File: config.mk
export PLATFORM = sky130hd
export DESIGN_NAME = cam_addr_filter
export DESIGN_NICKNAME = d
export VERILOG_FILES = /design/src/rtl/cam_filt_pkg.sv /design/src/rtl/cam_loader.sv /design/src/rtl/cam_table.sv /design/src/rtl/cam_classifier.sv /design/src/rtl/cam_addr_filter.sv
export SDC_FILE = /design/constraint.sdc
export NUM_CORES = 2
export LEC_CHECK = 0
export ABC_AREA = 1
export BUFFER_PORTS_ARGS = -buffer_cell sky130_fd_sc_hd__buf_2
export CAP_MARGIN = 5
export CORE_MARGIN = 3
export CORE_UTILIZATION = 30
export CTS_CLUSTER_SIZE = 8
export DETAILED_ROUTE_END_ITERATION = 8
export MAX_ROUTING_LAYER = met4
export PLACE_DENSITY = 0.45
export SYNTH_ARGS = -nofsm -noshare
export SYNTH_HDL_FRONTEND = slang
export SYNTH_SLANG_ARGS = --single-unit
File: constraint.sdc
create_clock -name clk -period 4.9 [get_ports clk]
set_input_delay 0.735 -clock clk [delete_from_list [all_inputs] [get_ports clk]]
set_output_delay 0.735 -clock clk [all_outputs]
set_load 0.02 [all_outputs]
File: src/rtl/cam_filt_pkg.sv
package cam_filt_pkg;
  localparam int ADDR_W = 48;
  localparam int WORD_W = 16;
  localparam int SLICES = ADDR_W / WORD_W;

  typedef enum logic [1:0] {
    CLS_REJECT = 2'd0,
    CLS_UCAST  = 2'd1,
    CLS_MCAST  = 2'd2,
    CLS_BCAST  = 2'd3
  } cls_e;

  typedef enum logic [1:0] {
    LD_IDLE  = 2'd0,
    LD_ENTRY = 2'd1,
    LD_MASK  = 2'd2
  } ld_state_e;
endpackage

File: src/rtl/cam_loader.sv
module cam_loader
  import cam_filt_pkg::*;
#(
  parameter int N_ENT = 16,
  parameter int CNT_W = 5,
  localparam int IDX_W = $clog2(N_ENT)
) (
  input  logic                      clk,
  input  logic                      rst,
  input  logic                      load_req,
  input  logic [CNT_W-1:0]          load_count,
  input  logic                      wvalid,
  input  logic [WORD_W-1:0]         wdata,
  output logic                      wready,
  output logic                      ent_we,
  output logic [IDX_W-1:0]          ent_idx,
  output logic [ADDR_W-1:0]         ent_data,
  output logic                      mask_we,
  output logic [N_ENT-1:0]          mask_data,
  output logic                      load_done
);
  localparam int STAGE_W = ADDR_W - WORD_W;

  ld_state_e            state_q;
  logic [CNT_W-1:0]     left_q;
  logic [IDX_W-1:0]     idx_q;
  logic [1:0]           wsel_q;
  logic [STAGE_W-1:0]   stage_q;
  logic                 done_q;
  logic                 accept;

  always_comb begin
    wready    = (state_q != LD_IDLE);
    accept    = wready && wvalid;
    ent_we    = accept && (state_q == LD_ENTRY) && (wsel_q == 2'd3);
    mask_we   = accept && (state_q == LD_MASK);
    ent_idx   = idx_q;
    ent_data  = {wdata, stage_q};
    mask_data = wdata[N_ENT-1:0];
    load_done = done_q;
  end

  always_ff @(posedge clk) begin
    if (rst) begin
      state_q <= LD_IDLE;
      left_q  <= '0;
      idx_q   <= '0;
      wsel_q  <= '0;
      stage_q <= '0;
      done_q  <= 1'b0;
    end else begin
      done_q <= mask_we;
      case (state_q)
        LD_IDLE: begin
          if (load_req) begin
            left_q  <= load_count;
            idx_q   <= '0;
            wsel_q  <= '0;
            state_q <= (load_count == '0) ? LD_MASK : LD_ENTRY;
          end
        end
        LD_ENTRY: begin
          if (accept) begin
            wsel_q <= wsel_q + 2'd1;
            if (wsel_q == 2'd1) stage_q[WORD_W-1:0] <= wdata;
            if (wsel_q == 2'd2) stage_q[STAGE_W-1:WORD_W] <= wdata;
            if (wsel_q == 2'd3) begin
              idx_q  <= idx_q + 1'b1;
              left_q <= left_q - 1'b1;
              if (left_q == {{(CNT_W-1){1'b0}}, 1'b1}) state_q <= LD_MASK;
            end
          end
        end
        LD_MASK: begin
          if (accept) state_q <= LD_IDLE;
        end
        default: state_q <= LD_IDLE;
      endcase
    end
  end
endmodule

File: src/rtl/cam_table.sv
module cam_table
  import cam_filt_pkg::*;
#(
  parameter int N_ENT = 16,
  localparam int IDX_W = $clog2(N_ENT)
) (
  input  logic                  clk,
  input  logic                  rst,
  input  logic                  we,
  input  logic [IDX_W-1:0]      widx,
  input  logic [ADDR_W-1:0]     wdata,
  input  logic                  mask_we,
  input  logic [N_ENT-1:0]      mask_in,
  input  logic [ADDR_W-1:0]     probe,
  output logic                  hit,
  input  logic [IDX_W-1:0]      rd_ptr,
  input  logic [1:0]            rd_sel,
  input  logic                  rd_allow,
  output logic [WORD_W-1:0]     rd_data
);
  logic [ADDR_W-1:0] ent_q [N_ENT];
  logic [N_ENT-1:0]  mask_q;
  logic [N_ENT-1:0]  hit_vec;
  logic [ADDR_W-1:0] rd_ent;

  always_ff @(posedge clk) begin
    if (rst) begin
      for (int i = 0; i < N_ENT; i++) ent_q[i] <= '0;
      mask_q <= '0;
    end else begin
      if (we) ent_q[widx] <= wdata;
      if (mask_we) mask_q <= mask_in;
    end
  end

  for (genvar g = 0; g < N_ENT; g++) begin : g_cmp
    assign hit_vec[g] = mask_q[g] && (ent_q[g] == probe);
  end

  assign hit    = |hit_vec;
  assign rd_ent = ent_q[rd_ptr];

  always_ff @(posedge clk) begin
    if (rst || !rd_allow) begin
      rd_data <= '0;
    end else begin
      case (rd_sel)
        2'd0:    rd_data <= rd_ent[WORD_W-1:0];
        2'd1:    rd_data <= rd_ent[2*WORD_W-1:WORD_W];
        2'd2:    rd_data <= rd_ent[3*WORD_W-1:2*WORD_W];
        default: rd_data <= '0;
      endcase
    end
  end
endmodule

File: src/rtl/cam_classifier.sv
module cam_classifier
  import cam_filt_pkg::*;
(
  input  logic              clk,
  input  logic              rst,
  input  logic              dv,
  input  logic [ADDR_W-1:0] da,
  input  logic              promisc,
  input  logic              allmulti,
  input  logic              bcast_en,
  input  logic              cam_hit,
  output logic              res_valid,
  output logic [1:0]        res_class
);
  cls_e next_cls;
  logic grp;
  logic all_ones;

  always_comb begin
    grp      = da[0];
    all_ones = &da;
    if (promisc && !grp)            next_cls = CLS_UCAST;
    else if (allmulti && grp)       next_cls = CLS_MCAST;
    else if (bcast_en && all_ones)  next_cls = CLS_BCAST;
    else if (cam_hit)               next_cls = CLS_UCAST;
    else                            next_cls = CLS_REJECT;
  end

  always_ff @(posedge clk) begin
    if (rst) begin
      res_valid <= 1'b0;
      res_class <= CLS_REJECT;
    end else begin
      res_valid <= dv;
      res_class <= next_cls;
    end
  end
endmodule

File: src/rtl/cam_addr_filter.sv
module cam_addr_filter
  import cam_filt_pkg::*;
#(
  parameter int N_ENT = 16,
  parameter int CNT_W = 5,
  localparam int IDX_W = $clog2(N_ENT)
) (
  input  logic               clk,
  input  logic               rst,
  input  logic               mode_promisc,
  input  logic               mode_allmulti,
  input  logic               mode_bcast,
  input  logic               ctrl_hold,
  input  logic               load_req,
  input  logic [CNT_W-1:0]   load_count,
  input  logic               ld_word_valid,
  input  logic [15:0]        ld_word,
  output logic               ld_word_ready,
  output logic               load_done,
  input  logic               da_valid,
  input  logic [47:0]        da,
  output logic               res_valid,
  output logic [1:0]         res_class,
  input  logic [IDX_W-1:0]   rd_ptr,
  input  logic [1:0]         rd_sel,
  output logic [15:0]        rd_data,
  input  logic               port_wr_en,
  input  logic [1:0]         port_wr_sel,
  input  logic [15:0]        port_wr_data
);
  logic              ent_we;
  logic [IDX_W-1:0]  ent_idx;
  logic [ADDR_W-1:0] ent_data;
  logic              mask_we;
  logic [N_ENT-1:0]  mask_data;
  logic              cam_hit;
  logic              unused_port_wr;

  // The readback ports are read-only; writes reach the pins and stop here.
  assign unused_port_wr = ^{port_wr_en, port_wr_sel, port_wr_data};

  cam_loader #(.N_ENT(N_ENT), .CNT_W(CNT_W)) loader_i (
    .clk        (clk),
    .rst        (rst),
    .load_req   (load_req),
    .load_count (load_count),
    .wvalid     (ld_word_valid),
    .wdata      (ld_word),
    .wready     (ld_word_ready),
    .ent_we     (ent_we),
    .ent_idx    (ent_idx),
    .ent_data   (ent_data),
    .mask_we    (mask_we),
    .mask_data  (mask_data),
    .load_done  (load_done)
  );

  cam_table #(.N_ENT(N_ENT)) table_i (
    .clk      (clk),
    .rst      (rst),
    .we       (ent_we),
    .widx     (ent_idx),
    .wdata    (ent_data),
    .mask_we  (mask_we),
    .mask_in  (mask_data),
    .probe    (da),
    .hit      (cam_hit),
    .rd_ptr   (rd_ptr),
    .rd_sel   (rd_sel),
    .rd_allow (ctrl_hold),
    .rd_data  (rd_data)
  );

  cam_classifier class_i (
    .clk       (clk),
    .rst       (rst),
    .dv        (da_valid),
    .da        (da),
    .promisc   (mode_promisc),
    .allmulti  (mode_allmulti),
    .bcast_en  (mode_bcast),
    .cam_hit   (cam_hit),
    .res_valid (res_valid),
    .res_class (res_class)
  );
endmodule


* Yosys cells after proc, flatten, opt, wreduce, memory -nomap -nowiden *
Memory sizes are Yosys's and may differ from the RTL's.
Cells that the tools add are included.
Widths: inputs -> output; s select.

word-level totals
  flip-flop bits (word level) = 81
  RAM bits = 768
  bits of input ports = 103
  output and inout port bits = 21
  word-level logic and storage cells = 116
  memories kept = 1

operators by class
  add/sub/neg operators = 3
  eq/ne operators = 29
  multiplexer cells = 31
  reductions and logical operators = 40

memories
  memory         words  bits a word  rd ports  clocked after Yosys merged registers in  write ports  line             source
  table_i.ent_q  16     48           17        0                                        16           cam_table.sv:21  logic [ADDR_W-1:0] ent_q [N_ENT];

operator list
  operator             number
  $eq 48x48->1         16
  $mux 48              1
  $pmux 16 s3          1
  $reduce_and 48->1    1
  $reduce_or 48->1     1
  $logic_and 1x1->1    23
  $mux 2               10
  $mux 4               4
  $reduce_or 16->1     1
  $mux 5               3
  $pmux 5 s2           1
  $reduce_and 3->1     3
  $eq 2x2->1 const B   4
  $mux 1               8
  $pmux 4 s2           1
  $eq 2x1->1 const B   3
  $ne 2x2->1 const B   3
  $pmux 2 s3           1
  $eq 5x1->1 const B   1
  $logic_not 5->1      1
  $reduce_and 5->1     1
  $sub 5x1->5 const B  1
  $add 4x1->4 const B  1
  $logic_not 2->1      2
  other kinds (8)      11

* Logic depth before layout (Yosys ltp) *
  depth in word-level cells = 9
  depth in mapped cells = 16
  mapped depth without buffers = 14

* Cells and area by module *
From an unflattened synthesis, not the netlist that was laid out.

unflattened totals
  cell total of the unflattened synthesis = 6533
  area total of the unflattened synthesis = 49742.7 um^2

modules (own cells, without submodules)
  module          times used  cells an instance  area an instance (um^2)  seq. area each (um^2)
  cam_table       1           6170               47113.9                  23702.7
  cam_loader      1           304                2346.0                   920.9
  cam_classifier  1           59                 282.8                    60.1

* Least setup slack after synthesis *
OpenSTA, ideal clock, no wires.

  kind = input port to flip-flop
  from = input port ld_word_valid
  to = memory table_i.ent_q[1][0] (enable)
  setup time = 0.407 ns
  arrival = 2.707 ns
  required time = 4.493 ns
  setup slack = 1.787 ns
  stages on the path = 8
  path buffers = 2
  path through = inv_1 > nor2_8 > nand3_2 > nor2_2 > nand2_1 > buf_2 > buf_2 > nand2_1

RTL lines
  item             line                   source
  start, declared  cam_addr_filter.sv:16  input logic ld_word_valid,
  end, declared    cam_table.sv:21

* Worst setup path in the final report *
  from = input port da[21]
  to = register class_i.res_class[0]

between the ends
  word-level cells in the longest chain between the ends = 7
  elaborated cells on any way between the ends = 39
  those cells by class = eq/ne: 16; mux: 4; reduce/logical: 19

RTL lines
  item                  line                   source
  start, declared       cam_addr_filter.sv:21  input logic [47:0] da,
  $eq 48x48->1          cam_table.sv:37        assign hit_vec[g] = mask_q[g] && (ent_q[g] == probe);
  $logic_and 1x1->1     cam_table.sv:37
  $reduce_or 16->1      cam_table.sv:40        assign hit = |hit_vec;
  $mux 1                cam_classifier.sv:25   else if (cam_hit) next_cls = CLS_UCAST;
  $mux 2 (*)            cam_classifier.sv:24   else if (bcast_en && all_ones) next_cls = CLS_BCAST;
  $mux 2 (*)            cam_classifier.sv:23   else if (allmulti && grp) next_cls = CLS_MCAST;
  $mux 1 (*)            cam_classifier.sv:22   if (promisc && !grp) next_cls = CLS_UCAST;
  end signal, assigned  cam_classifier.sv:35   res_class <= next_cls;
  end, declared         cam_classifier.sv:13   output logic [1:0] res_class

Every way passes the cells marked *; elsewhere a longest branch is shown, timed or not.
A chain may end at the register's enable or synchronous reset.

==> metrics.md <==
| Metric | Value |
|---|---|
| RSZ-0062 raised after global routing | false |
| Design Area, Final | around 56000 sq um |
| # rows | 147 |
| Crit-path most repeated cell | nor2_1 |
| Post-CTS setup buffers | 0 |
| Synth Instances | between 6000 and 7000 |
| Multi-input logic area | around 20000 sq um |
| Tot GR Track Use | approximately 43% |
| Global-route wire length before repair | around 460000 microns |
| CTS clk-pin slew, worst paths | 0.05 ns |
| Final period util | around 71% |
| Initial antenna violation count | 40 |
| Die Y | roughly 410 microns |
| TritonCTS clock tree | done |
| Cell accounting for the most synthesized area | edfxtp_1 |
| Post-route setup slack | approximately 1.4 ns |
| Post-DRT Antenna Nets | 0 |
| Largest net degree at the start of global routing | 87 |
| Post-synthesis cell type count | 45 |
| Synth Warn # | 0 |
| Core area | 161000 sq um |
| Die Area | around 170000 sq um |
| CTS Buffer Depth | 3 |
| Num CTS Buffers | about 120 |
| Layout cell share with drive strength beyond 1 | roughly 8.7% |
| Setup tns final | 0 ns |
| Pre-Repair DR Iteration Count | 8 |
| Flops & latches, synth | approximately 850 |
| DR iter-0 viols | 8700 |
| Port buffer count | approximately 100 |
| WP data arrival | approximately 4.2 ns |
| Overflow after GRT | 0 |
| # IOs | 124 |
| Post-synth EDFFs | approximately 770 |
| Starting Density | a little under a third |
| Req. time, crit path | 5.57 ns |
| Vias in the first global route | approximately 44000 |
| Crit path buf inv count | 2 |
| Slowest stage delay, CP | a little under 0.8 ns |
| Final Slew Violations | 0 |
| Period minus WS final | about 3.5 ns |
| Layout fillers | ~17000 |
| Ys flop type | edfxtp_1 |
| Crit path max fanout | 12 |
| DRC viols | 0 |
| Commonest cells in the netlist | nor2_1 (1328), nand2_1 (1240), edfxtp_1 (768) |
| Post-synthesis sequential area ratio | 50.7% |
| Worst Setup End Kind | flip-flop |
| Post-synthesis area per instance | between 7 and 8 sq um |
| Peak supply drop | 0.000287 V |
| FF+latch area | about 25000 sq um |
| Setup Slack @ Placement | approximately 0.76 ns |
| CP delay by family, top | simple AND/OR/NAND/NOR gates |
| Area growth, synth to finish | 15.0% |
| Number of max-cap violations | 0 |
| Syn_nets | 6257 |
| Htree depth | 3 |
| Vias/cell | ~5.8 |
| Dpl cell area | approximately 52000 sq um |
| Critical Path Source Type | input pin |
| Layout Skew | between 0.04 and 0.05 ns |
| Slew Limit Headroom | slightly above 9% |
| Final Hold Fails | 0 |
| Asr flop ratio synth | 0% |
| Cell Area, Synth | around 50000 sq um |
| Wirelength per Cell | around 43 microns |
| Die X | 409 microns |
| Fmax | roughly 0.29 GHz |
| Clock sink total | 849 |
| Post_cts resized | 0 |
| Worst path slowest cell | o21ai_0 |
| CP cell instances | buf_2 -> inv_1 -> o21ai_0 -> nor2_1 -> nand2_1 -> nor2_1 -> nand2_1 -> nor2_1 -> nand2_1 -> nand2_1 -> nor2_1 -> nand2_1 -> nor2_1 -> nor2_1 |
| Hold buffers post-CTS | 0 |
| Via count | around 50000 |
| Count leader, synth | nor2_1 |
| Hpwl dp | roughly 270000 microns |
| Final GP Congestion | about 1.1 |
| Yosys top cell area share | 47.4% |
| Routed wire length | approximately 360000 microns |
| Final nets | approximately 6300 |
| Final setup viols | 0 |
| HP Class | in2reg |
| Top area cells in the synthesized netlist | edfxtp_1 (47%), nor2_1 (10%), nand2_1 (9.6%) |
| Status | finished, final reports clean |
| PD cells | 357 nW/um^2 |
| Crit Path Category | in2reg |
| Worst skew pair latency | approximately 0.8 ns |
| Slew @ Worst Pin | 1.35 ns |
| Leak pwr | between 20 and 25 nW |
| CTS root buffer | clkbuf_16 |
## metal layers
metal / vias up / track usage (%) / routed length (microns)
met5: - / - / 0
met4: 0 / 25.9 / 27400
met3: 715 / 9.39 / 38300
met2: 3639 / 62.1 / 153000
met1: 24900 / 55.7 / 144000
li1: 20300 / - / -
## final cells by class
class	count	area share, %
tap	2160	4.83
sequential	849	44.1
multi-input combinational	4348	36.0
inverter	526	3.55
clock buffer	220	6.16
clock inverter	6	0.179
timing repair buffer	349	5.04
antenna	24	0.107
## cells by family (layout without fill, tap and decap cells)
kind of cell             Yosys count  after routing  share of synthesized area (%)
other                              0             24                              0
AO/OA/AOI/OAI                   1255           1255                           13.7
flip-flops                       849            849                           50.7
buffers and inverters            948           1101                           8.35
adder cells (fa/ha/maj)            9              9                          0.231
AND/OR/NAND/NOR                 2858           2858                           22.9
XOR/XNOR                         226            226                           4.07
## path summary, 6_finish.rpt
check / slack (ns) / depth (start not counted) / end / startpoint
max: 1.42 / 14 / class_i.res_class[0] / da[21]
min: 0.16 / 3 / class_i.res_valid / da_valid
max reg2reg: 1.53 / 7 / table_i.ent_q[11][29] / loader_i.state_q[0]
min reg2reg: 0.44 / 2 / loader_i.stage_q[25] / loader_i.stage_q[25]
## flip-flops by register name (all words and copies together), names as in the netlist, 2 cells and up
register           cells
table_i.ent_q        768
loader_i.stage_q      32
table_i.mask_q        16
table_i.rd_data       16
loader_i.left_q        5
loader_i.ent_idx       4
class_i.res_class      2
loader_i.state_q       2
loader_i.wsel_q        2
## metrics by stage
| step | std cells | utilization (%) | total power, mW | hold WS [ns] |
|---|---|---|---|---|
| 6_report | 8482 | 34.8 | 20.0 | 0.161 |
| 5_1_grt | 8475 | 34.8 | 20.3 | 0.149 |
| 4_1_cts | 8458 | 34.8 | 19.8 | 0.116 |
| 3_5_place_dp | 8232 | 32.6 | 11.6 | 0.437 |
| 3_3_place_gp | 8232 | 32.6 | 11.7 | 0.430 |
| 2_1_floorplan | 6145 | - | 9.82 | 0.430 |
## tightest hold or removal path: stages
cell and delay (ns):
buf_2 0.09, inv_1 0.04, nor2_1 0.03
## cells in the final DEF, fill, tap and decap left out, types with 81 or more instances in the layout
master,instances
nor2_1,1324
nand2_1,1207
edfxtp_1,768
o21ai_0,696
inv_1,477
a21oi_1,344
nand3_1,253
buf_4,211
xnor2_1,139
clkbuf_16,120
buf_2,101
clkbuf_1,93
xor2_1,86
dfxtp_1,81
## power by group
part	switching, mW	internal, mW	total [mW]	leakage, nW
Clock	3.62	4.68	8.30	1.68
Combinational	2.52	0.700	3.22	11.5
Sequential	0.297	8.16	8.46	8.42
Total	6.43	13.5	20.0	21.6
Power figures use the tool's default switching activity.
